**src/rtl/spi_flag_pkg.sv**
```systemverilog
package spi_flag_pkg;
  typedef enum logic [1:0] {
    SEL_CTRL = 2'd0,
    SEL_STAT = 2'd1,
    SEL_DATA = 2'd2
  } reg_sel_e;

  // status bit positions (software decodes these)
  localparam int ST_DONE_BIT  = 7;
  localparam int ST_COLL_BIT  = 6;
  localparam int ST_FAULT_BIT = 4;

  // control field positions
  localparam int CT_MASTER_BIT = 0;
  localparam int CT_IRQEN_BIT  = 1;
  localparam int CT_RATE_LSB   = 2;

  // flag vector indices
  localparam int FL_DONE  = 0;
  localparam int FL_COLL  = 1;
  localparam int FL_FAULT = 2;
  localparam int FL_NUM   = 3;
endpackage

```
**src/rtl/spi_clk_div.sv**
```systemverilog
module spi_clk_div #(
  parameter int RATE_W = 2
) (
  input  logic              clk_i,
  input  logic              rst_ni,
  input  logic              run_i,
  input  logic [RATE_W-1:0] rate_i,
  output logic              tick_o
);
  localparam int DIV_W = 1 << RATE_W;

  logic [DIV_W-1:0] cnt_q;
  logic [DIV_W-1:0] half_m1;

  assign half_m1 = (DIV_W'(1) << rate_i) - DIV_W'(1);
  assign tick_o  = run_i && (cnt_q == half_m1);

  always_ff @(posedge clk_i or negedge rst_ni) begin
    if (!rst_ni)                cnt_q <= '0;
    else if (!run_i || tick_o)  cnt_q <= '0;
    else                        cnt_q <= cnt_q + DIV_W'(1);
  end
endmodule

```
**src/rtl/spi_shift_core.sv**
```systemverilog
module spi_shift_core #(
  parameter int DATA_W = 8
) (
  input  logic              clk_i,
  input  logic              rst_ni,
  input  logic              start_i,
  input  logic [DATA_W-1:0] load_i,
  input  logic              tick_i,
  input  logic              abort_i,
  input  logic              miso_i,
  output logic              busy_o,
  output logic              sck_o,
  output logic              mosi_o,
  output logic              done_o,
  output logic [DATA_W-1:0] rx_o
);
  localparam int CNT_W = $clog2(DATA_W);
  localparam logic [CNT_W-1:0] LAST = CNT_W'(DATA_W - 1);

  logic              busy_q, sck_q, samp_q;
  logic [CNT_W-1:0]  cnt_q;
  logic [DATA_W-1:0] sh_q, rx_q;
  logic [DATA_W-1:0] sh_next;

  assign sh_next = {sh_q[DATA_W-2:0], samp_q};
  assign done_o  = busy_q && tick_i && sck_q && (cnt_q == LAST) && !abort_i;
  assign busy_o  = busy_q;
  assign sck_o   = sck_q;
  assign mosi_o  = sh_q[DATA_W-1];
  assign rx_o    = rx_q;

  always_ff @(posedge clk_i or negedge rst_ni) begin
    if (!rst_ni) begin
      busy_q <= 1'b0;
      sck_q  <= 1'b0;
      samp_q <= 1'b0;
      cnt_q  <= '0;
      sh_q   <= '0;
      rx_q   <= '0;
    end else if (abort_i) begin
      busy_q <= 1'b0;
      sck_q  <= 1'b0;
      cnt_q  <= '0;
    end else if (start_i) begin
      busy_q <= 1'b1;
      sck_q  <= 1'b0;
      cnt_q  <= '0;
      sh_q   <= load_i;
    end else if (busy_q && tick_i) begin
      if (!sck_q) begin
        sck_q  <= 1'b1;
        samp_q <= miso_i;
      end else begin
        sck_q <= 1'b0;
        sh_q  <= sh_next;
        cnt_q <= cnt_q + CNT_W'(1);
        if (cnt_q == LAST) begin
          busy_q <= 1'b0;
          rx_q   <= sh_next;
        end
      end
    end
  end
endmodule

```
**src/rtl/spi_flag_unit.sv**
```systemverilog
module spi_flag_unit #(
  parameter int N = 3
) (
  input  logic         clk_i,
  input  logic         rst_ni,
  input  logic [N-1:0] set_i,
  input  logic [N-1:0] acc_i,
  input  logic         stat_rd_i,
  output logic [N-1:0] flag_o
);
  for (genvar g = 0; g < N; g++) begin : g_flag
    logic flag_q, arm_q;
    always_ff @(posedge clk_i or negedge rst_ni) begin
      if (!rst_ni) begin
        flag_q <= 1'b0;
        arm_q  <= 1'b0;
      end else if (set_i[g]) begin
        flag_q <= 1'b1;
        arm_q  <= 1'b0;
      end else if (arm_q && acc_i[g]) begin
        flag_q <= 1'b0;
        arm_q  <= 1'b0;
      end else if (stat_rd_i) begin
        arm_q <= flag_q;
      end
    end
    assign flag_o[g] = flag_q;
  end
endmodule

```
**src/rtl/spi_flagged_ctrl.sv**
```systemverilog
module spi_flagged_ctrl
  import spi_flag_pkg::*;
#(
  parameter int DATA_W = 8,
  parameter int RATE_W = 2
) (
  input  logic              clk_i,
  input  logic              rst_ni,
  input  logic [1:0]        reg_sel_i,
  input  logic              reg_wr_i,
  input  logic              reg_rd_i,
  input  logic [DATA_W-1:0] reg_wdata_i,
  output logic [DATA_W-1:0] reg_rdata_o,
  output logic              sck_o,
  output logic              sck_oe_o,
  output logic              mosi_o,
  output logic              mosi_oe_o,
  input  logic              miso_i,
  input  logic              ss_n_i,
  input  logic              ss_pin_out_i,
  output logic              irq_o
);
  logic              master_q, irqen_q;
  logic [RATE_W-1:0] rate_q;
  logic              sel_ctrl, sel_stat, sel_data;
  logic              ctrl_wr, stat_rd, data_wr, data_acc;
  logic              busy, done, tick, start, coll, fault;
  logic [FL_NUM-1:0] set_v, acc_v, flags;
  logic              spif, wcol, modf;
  logic [DATA_W-1:0] rx_byte, stat_word, ctrl_word;

  assign sel_ctrl = reg_sel_i == SEL_CTRL;
  assign sel_stat = reg_sel_i == SEL_STAT;
  assign sel_data = reg_sel_i == SEL_DATA;
  assign ctrl_wr  = reg_wr_i && sel_ctrl;
  assign stat_rd  = reg_rd_i && sel_stat;
  assign data_wr  = reg_wr_i && sel_data;
  assign data_acc = (reg_wr_i || reg_rd_i) && sel_data;

  assign fault = master_q && !ss_n_i && !ss_pin_out_i;
  assign start = data_wr && master_q && !busy && !fault;
  assign coll  = data_wr && busy;

  always_ff @(posedge clk_i or negedge rst_ni) begin
    if (!rst_ni) begin
      master_q <= 1'b0;
      irqen_q  <= 1'b0;
      rate_q   <= '0;
    end else begin
      if (ctrl_wr) begin
        master_q <= reg_wdata_i[CT_MASTER_BIT];
        irqen_q  <= reg_wdata_i[CT_IRQEN_BIT];
        rate_q   <= reg_wdata_i[CT_RATE_LSB +: RATE_W];
      end
      if (fault) master_q <= 1'b0;
    end
  end

  spi_clk_div #(.RATE_W(RATE_W)) div_i (
    .clk_i (clk_i),
    .rst_ni(rst_ni),
    .run_i (busy),
    .rate_i(rate_q),
    .tick_o(tick)
  );

  spi_shift_core #(.DATA_W(DATA_W)) core_i (
    .clk_i  (clk_i),
    .rst_ni (rst_ni),
    .start_i(start),
    .load_i (reg_wdata_i),
    .tick_i (tick),
    .abort_i(fault),
    .miso_i (miso_i),
    .busy_o (busy),
    .sck_o  (sck_o),
    .mosi_o (mosi_o),
    .done_o (done),
    .rx_o   (rx_byte)
  );

  always_comb begin
    set_v           = '0;
    acc_v           = '0;
    set_v[FL_DONE]  = done;
    set_v[FL_COLL]  = coll;
    set_v[FL_FAULT] = fault;
    acc_v[FL_DONE]  = data_acc;
    acc_v[FL_COLL]  = data_acc;
    acc_v[FL_FAULT] = ctrl_wr;
  end

  spi_flag_unit #(.N(FL_NUM)) flags_i (
    .clk_i    (clk_i),
    .rst_ni   (rst_ni),
    .set_i    (set_v),
    .acc_i    (acc_v),
    .stat_rd_i(stat_rd),
    .flag_o   (flags)
  );

  assign spif = flags[FL_DONE];
  assign wcol = flags[FL_COLL];
  assign modf = flags[FL_FAULT];

  always_comb begin
    stat_word               = '0;
    stat_word[ST_DONE_BIT]  = spif;
    stat_word[ST_COLL_BIT]  = wcol;
    stat_word[ST_FAULT_BIT] = modf;
    ctrl_word                           = '0;
    ctrl_word[CT_MASTER_BIT]            = master_q;
    ctrl_word[CT_IRQEN_BIT]             = irqen_q;
    ctrl_word[CT_RATE_LSB +: RATE_W]    = rate_q;
  end

  always_comb begin
    unique case (reg_sel_i)
      SEL_CTRL: reg_rdata_o = ctrl_word;
      SEL_STAT: reg_rdata_o = stat_word;
      SEL_DATA: reg_rdata_o = rx_byte;
      default:  reg_rdata_o = '0;
    endcase
  end

  assign sck_oe_o  = master_q;
  assign mosi_oe_o = master_q;
  assign irq_o     = irqen_q && (spif || modf);
endmodule

```
**config.mk**
```make
export PLATFORM = sky130hd
export DESIGN_NAME = spi_flagged_ctrl
export DESIGN_NICKNAME = d
export VERILOG_FILES = /design/src/rtl/spi_flag_pkg.sv /design/src/rtl/spi_clk_div.sv /design/src/rtl/spi_shift_core.sv /design/src/rtl/spi_flag_unit.sv /design/src/rtl/spi_flagged_ctrl.sv
export SDC_FILE = /design/constraint.sdc
export NUM_CORES = 1
export LEC_CHECK = 0
export ABC_AREA = 1
export BUFFER_PORTS_ARGS = -buffer_cell sky130_fd_sc_hd__buf_2
export CAP_MARGIN = 20
export CORE_MARGIN = 4
export CORE_UTILIZATION = 60
export CTS_CLUSTER_DIAMETER = 60
export DETAILED_ROUTE_END_ITERATION = 7
export PLACE_DENSITY = 0.86
export SLEW_MARGIN = 20
export SYNTH_ARGS = -nofsm -noshare
export SYNTH_HDL_FRONTEND = slang
export SYNTH_SLANG_ARGS = --single-unit
```
**constraint.sdc**
```tcl
create_clock -name clk_i -period 3.2 [get_ports clk_i]
set_input_delay 0 -clock clk_i [delete_from_list [all_inputs] [get_ports clk_i]]
set_output_delay 0 -clock clk_i [all_outputs]
set_load 0.05 [all_outputs]
```
==> results.json, run 1 <==
{
  "floorplan.rows": 20,
  "clockBufferDepth": 2,
  "dp_slack_ns": 1.49,
  "cap_violations": 0,
  "post-cts-setup-buffer-count": 0,
  "grt_pass1_wl_um": 7440,
  "first_global_vias": 1643,
  "cp-startpoint": "mosi_oe_o",
  "syn2layout_area_growth_pct": 14.5,
  "die_area_mm2": 0.00429,
  "finClkSkew_ns": 0.00887,
  "synth-simple-area-share": 0.384,
  "hold_slack_ns": 0.0314,
  "max_freq_mhz": 572,
  "critical_path_required_ns": 3.43,
  "r2r-end": "core_i.samp_q",
  "reg2reg_from": "mosi_oe_o",
  "path_clk_slew_ns": 0.10,
  "gp_congestion": 0.856,
  "min_period_ns": 1.75,
  "antenna_found_initial": 0,
  "fin_tns_setup_ns": 0,
  "hold_path.startpoint": "reg_wdata_i[6]",
  "drc": 0,
  "holdCritPathClass": "primary input to flip-flop",
  "crit_fanout": 20,
  "end_kind": "flip-flop",
  "post_cts_resized": 0,
  "nets": 306,
  "via_count": 1773,
  "setup_viol": 0,
  "viasPerCell": 5.36,
  "synth_nets": 270,
  "synthXorXnorAreaFrac": 0.00883,
  "min_path_cells": 5,
  "slowest_stage": "dfrtp_1",
  "wl_per_cell_um": 13.1,
  "synth_seq_cells": 36,
  "ys_seq_area_frac": 0.454,
  "diodes": 0,
  "drive_gt1_frac": 0.188,
  "slowest_delay_ns": 0.41,
  "track_usage": 0.224,
  "gr-total-overflow": 0,
  "port_buffers": 29,
  "whs_endpoint": "core_i.sh_q[6]",
  "ios": 30,
  "syn-instance-count": 250,
  "clock-sinks": 36,
  "rsz0062_at_grt": "false",
  "path_class": "flip-flop to flip-flop",
  "synth.cell_area_mm2": 0.00198,
  "grt_start_max_net_pins": 37,
  "yosysWarnings": 0,
  "irDropWorstVdd_mv": 0.418,
  "dp_hpwl_um": 3130,
  "synth_fa_ha_area_frac": 0.0189,
  "crit_buf_inv": 1,
  "muxShareOfSynthArea": 0,
  "start_util": 0.639,
  "htree_levels": 2,
  "rr_worst_depth": 9,
  "totalWireLength_um": 4340,
  "fin_crit_sh": 0.546,
  "cp.arrival_ns": 1.98,
  "max_slew_margin": 0.476,
  "hold_viol": 0,
  "cp_top_family": "simple AND/OR/NAND/NOR gates",
  "die_w_um": 65.5,
  "cts_made_buffers": 5,
  "crit_top_cell": "nand2_1",
  "leakage_nw": 1.26,
  "yosysUniqueCellTypes": 27,
  "first_pass_iters": 5,
  "worst_pin_slew_ns": 0.787,
  "power_density_mw_per_mm2": 604,
  "clk-insertion-delay-late_ns": 0.34,
  "r2r_setup_slack_ns": 1.45,
  "cts_tree": "built",
  "start_kind": "flip-flop",
  "chipHeight_um": 65.5,
  "cts_root_buffer": "clkbuf_4",
  "synth.avg_cell_area_um2": 7.93,
  "synth_top_family_by_area": "simple AND/OR/NAND/NOR gates",
  "coreArea_mm2": 0.00310,
  "design_area_mm2": 0.00227,
  "drtAntennaViolNets": 0,
  "run_status": "completed",
  "synth_compound_area_frac": 0.0618,
  "slew_viol_final": 0,
  "worst_slack_ns": 1.45,
  "cp_cell_sequence": "inv_2, nor2_1, nand2_1, nand2_4, nand2_8, nor2_2, nand2_2, nand2_1, nand2_1",
  "drt_iter0_drc": 142,
  "dpl_cell_area_mm2": 0.00214
}
## flip-flops by register name (all words and copies together) (netlist names)
register,count
core_i.sck_o,1
flags_i.g_flag.arm_q,3
core_i.cnt_q,3
core_i.busy_o,1
core_i.samp_q,1
mosi_oe_o,1
core_i.rx_o,8
irqen_q,1
rate_q,2
core_i.sh_q,8
div_i.cnt_q,4
flags_i.g_flag.flag_q,3
## cells in the mapped netlist
| library cell | count | area [um2] |
|---|---|---|
| xnor2_1 | 1 | 8.76 |
| nand2_2 | 1 | 6.26 |
| nor2_8 | 1 | 20.0 |
| nand4_4 | 1 | 21.3 |
| ha_1 | 3 | 37.5 |
| o21ai_1 | 2 | 10.0 |
| nor3b_1 | 1 | 7.51 |
| a21oi_1 | 3 | 15.0 |
| nand2_4 | 3 | 33.8 |
| nand2_8 | 1 | 20.0 |
| buf_4 | 2 | 15.0 |
| nor2_2 | 2 | 12.5 |
| inv_1 | 21 | 78.8 |
| clkbuf_1 | 2 | 7.51 |
| nor2_4 | 2 | 22.5 |
| dfrtp_1 | 36 | 901 |
| xor2_1 | 1 | 8.76 |
| inv_2 | 4 | 15.0 |
| nand4_1 | 16 | 100 |
| nand3_1 | 27 | 135 |
| buf_2 | 3 | 15.0 |
| a211oi_1 | 1 | 7.51 |
| buf_6 | 1 | 11.3 |
| o21ai_0 | 18 | 90.1 |
| nand3_2 | 3 | 30.0 |
| nand2_1 | 79 | 297 |
| nor2_1 | 15 | 56.3 |
## area by class of cell
type                            count  area (um2)
Clock buffer                        8        58.8
Fill cell                         272         832
Inverter                           25        93.8
Multi-Input combinational cell    181         940
Sequential cell                    36         901
Tap cell                           44        55.1
Timing Repair Buffer               37         223
## placed cells by master, fill, tap and decap left out
cell	instances
nand3_1	27
xor2_1	1
dfrtp_1	36
inv_2	4
nand4_4	1
inv_1	21
nand2_8	1
ha_1	3
clkbuf_1	2
clkbuf_8	1
nor2_1	15
clkbuf_4	5
nor3b_1	1
dlygate4sd3_1	7
nor2_2	2
a211oi_1	1
nor2_8	1
o21ai_0	18
nor2_4	2
nand2_1	79
nand4_1	16
nand3_2	3
xnor2_1	1
buf_2	29
o21ai_1	2
nand2_4	3
nand2_2	1
buf_4	1
a21oi_1	3
## where the power goes
part	leakage (nW)	switching [mW]	internal, mW
Clock	0.0326	0.144	0.108
Sequential	0.483	0.0817	0.546
Combinational	0.749	0.346	0.144
Total	1.26	0.572	0.798
## through the flow
stage               instances   util  power (mW)
finish                    331  0.732        1.37
global route              331  0.732        1.47
CTS                       331  0.732        1.37
detailed placement        316  0.690        1.12
global placement          316  0.690        1.11
floorplan                 250      -        1.00
## metal layers
layer,share of wire,GRT usage,routed length [um]
met5,0,0,0
met4,0.012,0.0544,51
met3,0.052,0.0530,226
met2,0.47,0.354,2040
met1,0.47,0.311,2030
## kinds of logic after synthesis
kind of cell               Yosys count
adders and majority gates            3
DFF                                 36
and+or+nand+nor                    152
AOI/OAI and AO/OA                   24
xor gates and xnor gates             2
buffers and inverters               33
## worst max-delay path by stage
stage | slack, ns | cells past startpoint | endpoint
detailed placement | 1.49 | 7 | core_i.sh_q[1]
floorplan | 1.35 | 2 | reg_rdata_o[0]
finish | 1.45 | 9 | core_i.samp_q
global placement | 1.54 | 7 | core_i.sh_q[2]
CTS | 1.47 | 7 | core_i.sh_q[2]
global route | 1.28 | 7 | core_i.sh_q[0]
## tightest hold or removal path: stages
cell and delay, ns:
buf_2 0.09, nand3_1 0.07, nand2_1 0.05, nand4_1 0.08
nand2_1 0.05
## repair_timing
action	CTS	global route
endpoints found under the hold margin	42	0
setup endpoints to repair	0	0
hold buffers	7	0
Note: power is estimated with default switching activity, not from simulation.
==> inputs of run 2 (changes only) <==
Settings changed: ABC_AREA 1 to 0, CORE_UTILIZATION 60 to 50, PLACE_DENSITY 0.86 to 0.78.
Clock period 3.2 ns to 1.6 ns, I/O delays scaled along.
==> results.json, run 2 <==
{
  "run_status": "finished, violations left",
  "violations": "negative setup slack",
  "fin_crit_sh": 1.17,
  "antenna_found_initial": 0,
  "clock-sinks": 36,
  "holdCritPathClass": "primary input to flip-flop",
  "dp_hpwl_um": 3200,
  "cp.arrival_ns": 2.14,
  "crit_fanout": 5,
  "viasPerCell": 5.88,
  "worst_pin_slew_ns": 0.798,
  "irDropWorstVdd_mv": 1.03,
  "async_flop_share": 1.00,
  "die_w_um": 68.3,
  "hold_slack_ns": 0.0388,
  "ff_latch_area_um2": 906,
  "yosysWarnings": 0,
  "clockBufferDepth": 2,
  "synth.avg_cell_area_um2": 10.7,
  "path_clk_slew_ns": 0.12,
  "wirelength_met1_um": 2320,
  "whs_endpoint": "mosi_oe_o",
  "drt_iter0_drc": 112,
  "wl_per_cell_um": 19.6,
  "via_count": 1704,
  "dp_slack_ns": -0.182,
  "yosys.area.top_type": "dfrtp_1",
  "fin_cells": 290,
  "hold_path.startpoint": "ss_n_i",
  "yosysUniqueCellTypes": 42,
  "r2r_setup_slack_ns": -0.27,
  "syn-instance-count": 170,
  "totalWireLength_um": 5690,
  "synth.cell_area_mm2": 0.00182,
  "drc": 0,
  "cap_violations": 0,
  "power_density_mw_per_mm2": 1500,
  "cts_root_buffer": "clkbuf_4",
  "grt_start_max_net_pins": 37,
  "netlist_top_cells_area": "dfrtp_1, mux2_2, nand2_1, mux2i_1, nor2_1",
  "first_pass_iters": 6,
  "drtAntennaViolNets": 0,
  "multi_input_area_mm2": 0.00104,
  "gr-total-overflow": 0,
  "nets": 263,
  "syn2layout_area_growth_pct": 47.5,
  "utilization": 0.785,
  "top_layer": "met4",
  "dp.cells": 260,
  "end_kind": "flip-flop",
  "synth_top_area_share": 0.496,
  "cts_made_buffers": 5,
  "rr_worst_depth": 7,
  "start_util": 0.532,
  "max_freq_mhz": 534,
  "chipHeight_um": 68.3,
  "clk-insertion-delay-late_ns": 0.36,
  "wl_met2_um": 2770,
  "synth_edf_count": 0,
  "layout_commonest_cell": "dfrtp_1",
  "die_area_mm2": 0.00466,
  "htree_levels": 2,
  "synth_nets": 190,
  "r2r-end": "core_i.rx_o[5]",
  "finClkSkew_ns": 0.00843,
  "wl_met3_um": 344,
  "start_kind": "flip-flop",
  "fillers": 202,
  "rsz0062_at_grt": "true",
  "synth_seq_cells": 36,
  "critical_path_required_ns": 1.86,
  "ys_seq_area_frac": 0.496,
  "worst_slack_ns": -0.274,
  "slew_viol_final": 0,
  "setup_viol": 22,
  "cts_tree": "built",
  "track_usage": 0.236,
  "leakage_nw": 1.27,
  "final_cell_mix": "dfrtp_1, buf_2, nand2_1, buf_4, dlygate4sd3_1",
  "grt_pass1_wl_um": 8050,
  "drive_gt1_frac": 0.459,
  "reg2reg_from": "rate_q[0]",
  "ys.flop_type": "dfrtp_1",
  "diodes": 0,
  "min_period_ns": 1.87,
  "gp_congestion": 0.858,
  "port_buffers": 29,
  "max_slew_margin": 0.468,
  "post-synth-top-count-cell": "dfrtp_1",
  "first_global_vias": 1640,
  "floorplan.rows": 21,
  "min_path_cells": 4,
  "path_class": "flip-flop to flip-flop",
  "p_total_mw": 4.01,
  "yosys-top-cells-count": "dfrtp_1, nand2_1, nor2_1",
  "coreArea_mm2": 0.00342,
  "hold_viol": 0,
  "ios": 30
}
run 2: changes by cell type after synthesis, moves of 4 or more:
cell,previous run,this run
nand3_1,27,7
inv_2,4,0
mux2i_1,0,7
nand2_1,79,24
inv_1,21,3
o21ai_0,18,5
nand4_1,16,1
a22o_1,0,5
mux2_2,0,12
o211ai_1,0,5
run 2: per-layer routing:
metal,vias to the layer above,global-route usage
met5,-,0
met4,0,0.0868
met3,32,0.0361
met2,100,0.407
met1,816,0.299
li1,756,-
run 2: layout make-up:
type	count	share of cell area
Tap cell	46	0.0215
Timing Repair Buffer	72	0.201
Clock buffer	5	0.0140
Sequential cell	36	0.338
Clock inverter	3	0.0336
Multi-Input combinational cell	125	0.388
Inverter	3	0.00420
run 2: worst max path at each step:
stage | start | end | slack, ns | cells past startpoint
floorplan | div_i.cnt_q[2] | core_i.samp_q | -0.22 | 5
global placement | div_i.cnt_q[2] | core_i.samp_q | -0.11 | 5
detailed placement | div_i.cnt_q[2] | core_i.samp_q | -0.18 | 5
CTS | div_i.cnt_q[2] | core_i.samp_q | -0.19 | 5
global route | rate_q[0] | core_i.rx_o[5] | -0.35 | 7
finish | rate_q[0] | core_i.rx_o[5] | -0.27 | 7
run 2: critical path, stage by stage, from the launching register on:
cell      delay [ns]
dfrtp_2         0.47
xnor2_2         0.21
nand4_4         0.11
buf_6           0.14
a211oi_4        0.26
buf_6           0.15
nand3_4         0.11
mux2_2          0.31
run 2: logic make-up (layout without fill, tap and decap cells):
logic type | Yosys count | count (layout) | share of synthesized area
simple gates | 63 | 64 | 0.179
compound gates | 34 | 34 | 0.137
xor+xnor | 4 | 4 | 0.0234
buf+inv | 10 | 83 | 0.0227
mux | 20 | 20 | 0.121
flops | 36 | 36 | 0.496
fa+ha+maj | 3 | 3 | 0.0207
run 2: through the flow:
| step | area, um2 | setup TNS (ns) |
|---|---|---|
| 2_1_floorplan | 1840 | -1.55 |
| 3_3_place_gp | 2170 | -1.06 |
| 3_5_place_dp | 2170 | -2.23 |
| 4_1_cts | 2540 | -3.01 |
| 5_1_grt | 2680 | -5.67 |
| 6_report | 2680 | -4.29 |
run 2: report_power, final:
group	internal, mW	switching (mW)	total, mW
combinational	0.698	0.895	1.59
sequential	1.16	0.280	1.44
clock	0.643	0.332	0.975
total	2.50	1.51	4.01
run 2: timing repair:
action / in CTS / in global routing
cloned: 0 / 1
hold endpoints to repair: 52 / 0
endpoints found under the setup margin: 22 / 28
pin swaps: 12 / 13
hold buffers: 13 / 0
buffers inserted: 3 / 7
gates resized for setup: 19 / 23
==> inputs of run 3 (changes only) <==
Settings changed: CELL_PAD_IN_SITES_DETAIL_PLACEMENT from default to 2, CELL_PAD_IN_SITES_GLOBAL_PLACEMENT from default to 2, CORE_MARGIN 4 to 2, CORE_UTILIZATION 50 to 32, PLACE_DENSITY 0.78 to 0.77.
==> results.json, run 3 (same netlist as run 2, synthesis figures left out) <==
{
  "end_kind": "flip-flop",
  "nets": 262,
  "grt_pass1_wl_um": 10600,
  "die_area_mm2": 0.00630,
  "slew_viol_final": 0,
  "gr-total-overflow": 0,
  "die_w_um": 79.3,
  "finClkSkew_ns": 0.0111,
  "diodes": 0,
  "power_density_mw_per_mm2": 1460,
  "slowest_delay_ns": 0.44,
  "max_freq_mhz": 525,
  "final_cell_mix": "dfrtp_1, buf_2, buf_4, nand2_1",
  "syn2layout_area_growth_pct": 46.9,
  "violations": "negative setup slack",
  "start_util": 0.330,
  "dp_slack_ns": -0.239,
  "worst_slack_ns": -0.303,
  "ios": 30,
  "cts_made_buffers": 5,
  "rsz0062_at_grt": "true",
  "dp_hpwl_um": 4610,
  "wl_per_cell_um": 22.5,
  "fin_crit_sh": 1.19,
  "run_status": "finished, violations left",
  "setup_viol": 26,
  "critical_path_required_ns": 1.79,
  "floorplan.rows": 27,
  "viasPerCell": 5.23,
  "holdCritPathClass": "primary input to flip-flop",
  "gp_congestion": 0.765,
  "clockBufferDepth": 2,
  "reg2reg_from": "rate_q[0]",
  "hold_path.startpoint": "reg_wdata_i[0]",
  "track_usage": 0.232,
  "start_kind": "flip-flop",
  "leakage_nw": 1.26,
  "chipHeight_um": 79.3,
  "dpl_cell_area_mm2": 0.00223,
  "cp-startpoint": "rate_q[0]",
  "drt_iter0_drc": 56,
  "clock-sinks": 36,
  "slowest_stage": "dfrtp_1",
  "totalWireLength_um": 7090,
  "hold_slack_ns": 0.00690,
  "worst_pin_slew_ns": 0.767,
  "path_clk_slew_ns": 0.08,
  "min_period_ns": 1.90,
  "coreArea_mm2": 0.00551,
  "path_class": "flip-flop to flip-flop",
  "port_buffers": 29,
  "cp_top_family": "flip-flops",
  "antenna_found_initial": 0,
  "cts_root_buffer": "clkbuf_8",
  "cp_cell_sequence": "xnor2_2, nand4_4, buf_6, a211oi_4, buf_4, nand3_4, mux2_2",
  "crit_buf_inv": 2,
  "hold_viol": 0,
  "cts_tree": "built",
  "drc": 0,
  "crit_fanout": 5,
  "design_area_mm2": 0.00267,
  "htree_levels": 2,
  "layout_commonest_cell": "dfrtp_1",
  "first_global_vias": 1893,
  "max_slew_margin": 0.488,
  "drtAntennaViolNets": 0,
  "cp.arrival_ns": 2.10,
  "clk-insertion-delay-late_ns": 0.31,
  "drive_gt1_frac": 0.453,
  "via_count": 1647,
  "grt_start_max_net_pins": 21,
  "cap_violations": 0,
  "dp.cells": 289,
  "irDropWorstVdd_mv": 0.596,
  "fin_cells": 315,
  "first_pass_iters": 4,
  "r2r_setup_slack_ns": -0.30
}
-- run 3: per-stage QoR --
step | TNS, ns | util | power [mW]
floorplan | -1.55 | - | 2.12
global placement | -1.65 | 0.404 | 2.56
detailed placement | -3.92 | 0.404 | 2.66
CTS | -3.77 | 0.468 | 3.71
global route | -7.16 | 0.485 | 4.08
finish | -5.10 | 0.485 | 3.89
-- run 3: area by class of cell --
| cell class | instances | area [um2] |
|---|---|---|
| Clock buffer | 5 | 68.8 |
| Timing Repair Buffer | 71 | 528 |
| Clock inverter | 3 | 46.3 |
| Sequential cell | 36 | 903 |
| Multi-Input combinational cell | 125 | 1020 |
| Tap cell | 72 | 90.1 |
| Inverter | 3 | 11.3 |
| Fill cell | 563 | 2840 |
-- run 3: final timing paths --
check / end / cells after the start
worst max-delay path: core_i.rx_o[2] / 7
worst min-delay path: mosi_oe_o / 3
worst max register to register: core_i.rx_o[2] / 7
worst min register to register: core_i.cnt_q[1] / 1
max in group asynchronous: core_i.cnt_q[0] / 3
min in group asynchronous: div_i.cnt_q[3] / 2
-- run 3: what timing repair did --
action,in CTS,in global routing
gates resized for setup,26,14
gates cloned,1,0
hold buffers,9,0
buffers inserted,4,5
pin swaps,11,12
endpoints found under the setup margin,25,28
endpoints found under the hold margin,27,0
-- run 3: worst register-to-register path, cell delays in order, from the launching register on --
cell and delay, ns:
dfrtp_1 0.44, xnor2_2 0.22, nand4_4 0.13, buf_6 0.16, a211oi_4 0.24, buf_4 0.17, nand3_4 0.12, mux2_2 0.32
-- run 3: power by group --
group / internal, mW / total [mW] / switching, mW / leakage (nW)
combinational: 0.688 / 1.60 / 0.916 / 0.739
clock: 0.469 / 0.856 / 0.386 / 0.0548
sequential: 1.16 / 1.43 / 0.271 / 0.465
-- run 3: routing by layer --
metal | part of all wire | GRT usage
met1 | 0.40 | 0.264
met2 | 0.54 | 0.426
met3 | 0.031 | 0.0466
met4 | 0.029 | 0.0862
met5 | 0 | 0
